===== config.mk =====
export PLATFORM = sky130hd
export DESIGN_NAME = blk3_fir
export DESIGN_NICKNAME = d
export VERILOG_FILES = /design/src/rtl/blk3_fir_pkg.sv /design/src/rtl/blk3_fir_hist.sv /design/src/rtl/blk3_fir_lane.sv /design/src/rtl/blk3_fir.sv
export SDC_FILE = /design/constraint.sdc
export NUM_CORES = 2
export LEC_CHECK = 0
export CAP_MARGIN = 0
export CORE_MARGIN = 1.5
export CORE_UTILIZATION = 33
export CTS_CLUSTER_DIAMETER = 100
export DETAILED_ROUTE_END_ITERATION = 10
export DONT_BUFFER_PORTS = 1
export GPL_TIMING_DRIVEN = 0
export PLACE_DENSITY = 0.58
export SLEW_MARGIN = 5
export SYNTH_ARGS = -nofsm -noshare
export SYNTH_HDL_FRONTEND = slang
export SYNTH_SLANG_ARGS = --single-unit
export TNS_END_PERCENT = 50

===== constraint.sdc =====
create_clock -name clk -period 7.3 [get_ports clk]
set_input_delay 0.73 -clock clk [delete_from_list [all_inputs] [get_ports clk]]
set_output_delay 0.73 -clock clk [all_outputs]
set_load 0.02 [all_outputs]

===== src/rtl/blk3_fir_pkg.sv =====
package blk3_fir_pkg;
  localparam int LANES = 3;
  localparam int TAPS  = 3;
  localparam int WIN   = LANES + TAPS - 1;
endpackage


===== src/rtl/blk3_fir_hist.sv =====
module blk3_fir_hist #(
  parameter int DW = 8
) (
  input  logic                 clk,
  input  logic                 rst,
  input  logic                 en,
  input  logic signed [DW-1:0] cur_mid,
  input  logic signed [DW-1:0] cur_last,
  output logic signed [DW-1:0] old_mid,
  output logic signed [DW-1:0] old_last
);
  always_ff @(posedge clk) begin
    if (rst) begin
      old_mid  <= '0;
      old_last <= '0;
    end else if (en) begin
      old_mid  <= cur_mid;
      old_last <= cur_last;
    end
  end
endmodule


===== src/rtl/blk3_fir_lane.sv =====
module blk3_fir_lane #(
  parameter int DW = 8,
  parameter int CW = 8,
  parameter int OW = 18
) (
  input  logic                 clk,
  input  logic                 rst,
  input  logic                 en,
  input  logic signed [CW-1:0] h0,
  input  logic signed [CW-1:0] h1,
  input  logic signed [CW-1:0] h2,
  input  logic signed [DW-1:0] x_now,
  input  logic signed [DW-1:0] x_m1,
  input  logic signed [DW-1:0] x_m2,
  output logic signed [OW-1:0] y
);
  localparam int PW = DW + CW;
  localparam int SW = PW + 2;
  localparam int XW = (OW > SW) ? OW : SW;

  logic signed [PW-1:0] m0, m1, m2;
  logic signed [XW-1:0] acc;

  always_comb begin
    m0  = x_now * h0;
    m1  = x_m1 * h1;
    m2  = x_m2 * h2;
    acc = XW'(m0) + XW'(m1) + XW'(m2);
  end

  always_ff @(posedge clk) begin
    if (rst) y <= '0;
    else if (en) y <= acc[OW-1:0];
  end
endmodule


===== src/rtl/blk3_fir.sv =====
module blk3_fir
  import blk3_fir_pkg::*;
#(
  parameter int DW = 8,
  parameter int CW = 8,
  parameter int OW = 18
) (
  input  logic                 clk,
  input  logic                 rst,
  input  logic                 in_vld,
  input  logic signed [DW-1:0] in_s0,
  input  logic signed [DW-1:0] in_s1,
  input  logic signed [DW-1:0] in_s2,
  input  logic signed [CW-1:0] coef0,
  input  logic signed [CW-1:0] coef1,
  input  logic signed [CW-1:0] coef2,
  output logic                 out_vld,
  output logic signed [OW-1:0] out_y0,
  output logic signed [OW-1:0] out_y1,
  output logic signed [OW-1:0] out_y2
);
  logic signed [DW-1:0] prev1, prev2;
  logic signed [DW-1:0] win [WIN];
  logic signed [OW-1:0] ly  [LANES];

  blk3_fir_hist #(.DW(DW)) u_hist (
    .clk(clk), .rst(rst), .en(in_vld),
    .cur_mid(in_s1), .cur_last(in_s2),
    .old_mid(prev1), .old_last(prev2)
  );

  // window: oldest first, x(3k-2) .. x(3k+2)
  always_comb begin
    win[0] = prev1;
    win[1] = prev2;
    win[2] = in_s0;
    win[3] = in_s1;
    win[4] = in_s2;
  end

  for (genvar i = 0; i < LANES; i++) begin : g_lane
    blk3_fir_lane #(.DW(DW), .CW(CW), .OW(OW)) u_lane (
      .clk(clk), .rst(rst), .en(in_vld),
      .h0(coef0), .h1(coef1), .h2(coef2),
      .x_now(win[i+2]), .x_m1(win[i+1]), .x_m2(win[i]),
      .y(ly[i])
    );
  end

  always_ff @(posedge clk) begin
    if (rst) out_vld <= 1'b0;
    else     out_vld <= in_vld;
  end

  assign out_y0 = ly[0];
  assign out_y1 = ly[1];
  assign out_y2 = ly[2];
endmodule


==> metrics.txt <==
Final Hold Viols=0; post-DR vias/cell=4.66; CP top delay family=adder cells; post-synthesis simple-gate area fraction=13.1%; CP Buf/Inv Count=4; CP arrival=7.47 ns; r2r setup slk=0.24 ns; Finish-stage setup viols=0; Clock Pin Slew Worst Setup and Hold Paths=0.09 ns; first-pass iteration count of the detailed router=9; crit start category=primary input; CP most frequent cell=fa_1; largest net degree at the start of global routing=14; Layout Skew=0.0218 ns; Crit Path Category=in2reg; # rows=104; post-synthesis register bit count=71; setup repair bufs after CTS=0; Filler Cell Count=8283; layout cells sized above 1=2.67%; register area share after synthesis=5.28%; placed cell area=28300 um^2; fin crit period=7.19 ns; mux cell area share after synthesis=1.60%; syn avg cell area=9.50 um^2; number of buffers created by CTS=9; Required @ worst endpoint=7.58 ns; CTS sink count=71; Pins Over Slew Limit=0; Distinct cells, synth=56; Initial Util=33.4%; Placement Setup Slack=-0.781 ns; violated checks=DRC; max_slew headroom=13.2%; Final WS setup=0.105 ns; Compound-Gate Fraction of Synth Area=2.96%; post-DR wirelength/cell=20.8 um; Die Width=289 um; Min Hold Slack=0.471 ns; ys flop type=dfxtp_1; Top Ports=106; status=finished with violations; Clock Latency Late Sink=0.40 ns; hold path startpoint=in_s1[3]; Die H=289 um; first-pass GRT wire length=123 mm; R2R depth=20; main combinational cell family by area after synthesis=adder cells; GRT Util Overall=20.6%; vias in the first global route=19474; Hold Crit Class=in2reg; Worst R2R Start=u_hist.old_last[6]; Mapped Area=26900 um^2; total grt overflow=0; CTS root buffer=clkbuf_16; vias after detailed routing=18222; Setup crit end kind=flip-flop; DR iter-0 viols=1478; xor/xnor cell area share of the yosys netlist=2.18%; Critical Path Max Stage Delay=0.74 ns; worst-margin pin slew=1.30 ns; worst r2r dst=g_lane[0].u_lane.y[17]; fmax=139 MHz; setup TNS=0 ns; Final Cycle Share=98.6%; cells along the critical path=buf_2, nand2_1, fa_1, inv_1, fa_1, fa_1, fa_1, fa_1, fa_1, inv_1, fa_1, inv_1, ha_1, nor2_1, nor3_1, a31oi_2, nand3b_1, a2111oi_4, nor4b_1, a311o_1; yosys warns=0; Post-synth EDFFs=0; Synthesized Nets=3803; nets@finish=3814; core footprint=80700 um^2; htree depth=3; CTS Buffer Depth=2; WHS Endpoint=u_hist.old_mid[3]; post-DP HPWL=66.6 mm; hold path cells=2; final wirelength=81.4 mm; RD Place Congestion=0.937; CP max FO=10; Synth async-reset ratio=0%; RSZ-0062 raised after global routing=true; Post-Syn Instances=2833; initial antenna violation count=8; # DRC=27; adder and majority cell fraction of the synthesized area=62.2%; Port-buffer cells=0; total of max-cap violations=0; Detail Route Antenna Nets=0; Slowest cell on crit path=fa_1; Area Growth Syn to Fin=6.32%; CTS tree=built; post-layout instance area=28600 um^2; Die Footprint=83300 um^2
## state kept, by name, indices dropped and copies added (netlist names)
name and cells:
out_vld 1, g_lane.u_lane.y 54, u_hist.old_mid 8, u_hist.old_last 8
## per-layer routing
| layer | global-route usage, % | vias to the layer above | wire [um] |
|---|---|---|---|
| met5 | 0 | - | 21 |
| met4 | 6.89 | 2 | 3120 |
| met3 | 5.66 | 111 | 7860 |
| met2 | 32.6 | 700 | 37200 |
| met1 | 27.1 | 9274 | 33200 |
| li1 | - | 8135 | - |
## layout by cell type (no fill, tap or decap), types with 6 or more instances in the layout
| cell type | instances |
|---|---|
| nand2_1 | 244 |
| ha_1 | 219 |
| and2_1 | 283 |
| nor2_1 | 120 |
| a21oi_1 | 25 |
| xnor2_1 | 48 |
| xor2_1 | 17 |
| nand3_1 | 6 |
| nor3_1 | 6 |
| inv_1 | 802 |
| nor2b_1 | 6 |
| o21ai_1 | 18 |
| a211oi_1 | 9 |
| clkbuf_16 | 9 |
| a21o_1 | 10 |
| fa_1 | 699 |
| mux2i_1 | 42 |
| o21a_1 | 7 |
| o21ai_0 | 13 |
| clkbuf_2 | 38 |
| clkbuf_1 | 59 |
| nand2b_1 | 28 |
| dfxtp_1 | 70 |
## cell type report
cell class              count  area [um^2]  area share (%)
multi-input cells        1855        22100            77.3
diodes                      2         5.00          0.0175
well taps                1060         1330            4.63
clock inverters             6         46.3           0.162
plain buffers             103          439            1.53
flip-flops and latches     71         1420            4.97
inverters                 804         3020            10.6
clock buffers              10          229           0.800
## repair_timing
| item | 4_1_cts | 5_1_grt |
|---|---|---|
| resized for setup | 13 | 70 |
| cloned | 0 | 0 |
| hold buffers | 0 | 0 |
| setup endpoints to repair | 8 | 10 |
## through the flow
step | utilization (%) | instances
after floorplan | - | 2833
after global placement | 35.0 | 3893
after detailed placement | 35.0 | 3893
after CTS | 35.4 | 3909
after global routing | 35.5 | 3909
final | 35.5 | 3911
## how the worst max path moves through the flow
stage / start / to / slack [ns] / cells past startpoint
after global routing: coef0[5] / g_lane[2].u_lane.y[16] / -0.12 / 22
final: coef2[1] / g_lane[2].u_lane.y[16] / 0.11 / 20
after detailed placement: coef2[1] / g_lane[2].u_lane.y[16] / -0.78 / 20
after global placement: coef2[1] / g_lane[2].u_lane.y[16] / -0.74 / 20
after CTS: u_hist.old_last[7] / g_lane[0].u_lane.y[17] / 0.0004 / 19
after floorplan: coef0[1] / g_lane[0].u_lane.y[17] / 0.63 / 19
## cells by family (layout without fill, tap and decap cells)
group           after synthesis  count (layout)
mux                          43              43
xor+xnor                     67              67
compound gates              118             118
other cells                   0               2
flops                        71              71
buf+inv                     907             923
fa+ha+maj                   919             919
simple gates                708             708
## synthesized netlist by cell type, types with 4 or more instances
master | instances | area [um^2]
o21ai_0 | 13 | 65.1
dfxtp_1 | 71 | 1420
clkbuf_1 | 96 | 360
nand3_1 | 6 | 30.0
inv_1 | 802 | 3010
fa_1 | 700 | 14000
o21bai_1 | 4 | 30.0
a31oi_1 | 4 | 25.0
xnor2_1 | 49 | 429
o21a_1 | 7 | 52.6
nor3_1 | 6 | 30.0
nor2b_1 | 6 | 37.5
a21o_1 | 10 | 75.1
xor2_1 | 18 | 158
a21oi_1 | 25 | 125
mux2i_1 | 42 | 420
o21ai_1 | 18 | 90.1
a211oi_1 | 9 | 67.6
ha_1 | 219 | 2740
nor2_1 | 120 | 450
nand2_1 | 244 | 916
and2_1 | 285 | 1780
nand2b_1 | 28 | 175
Power is left out: the tool's default activity adds up to more than one toggle a clock period on the data nets, which glitch-free logic cannot reach.
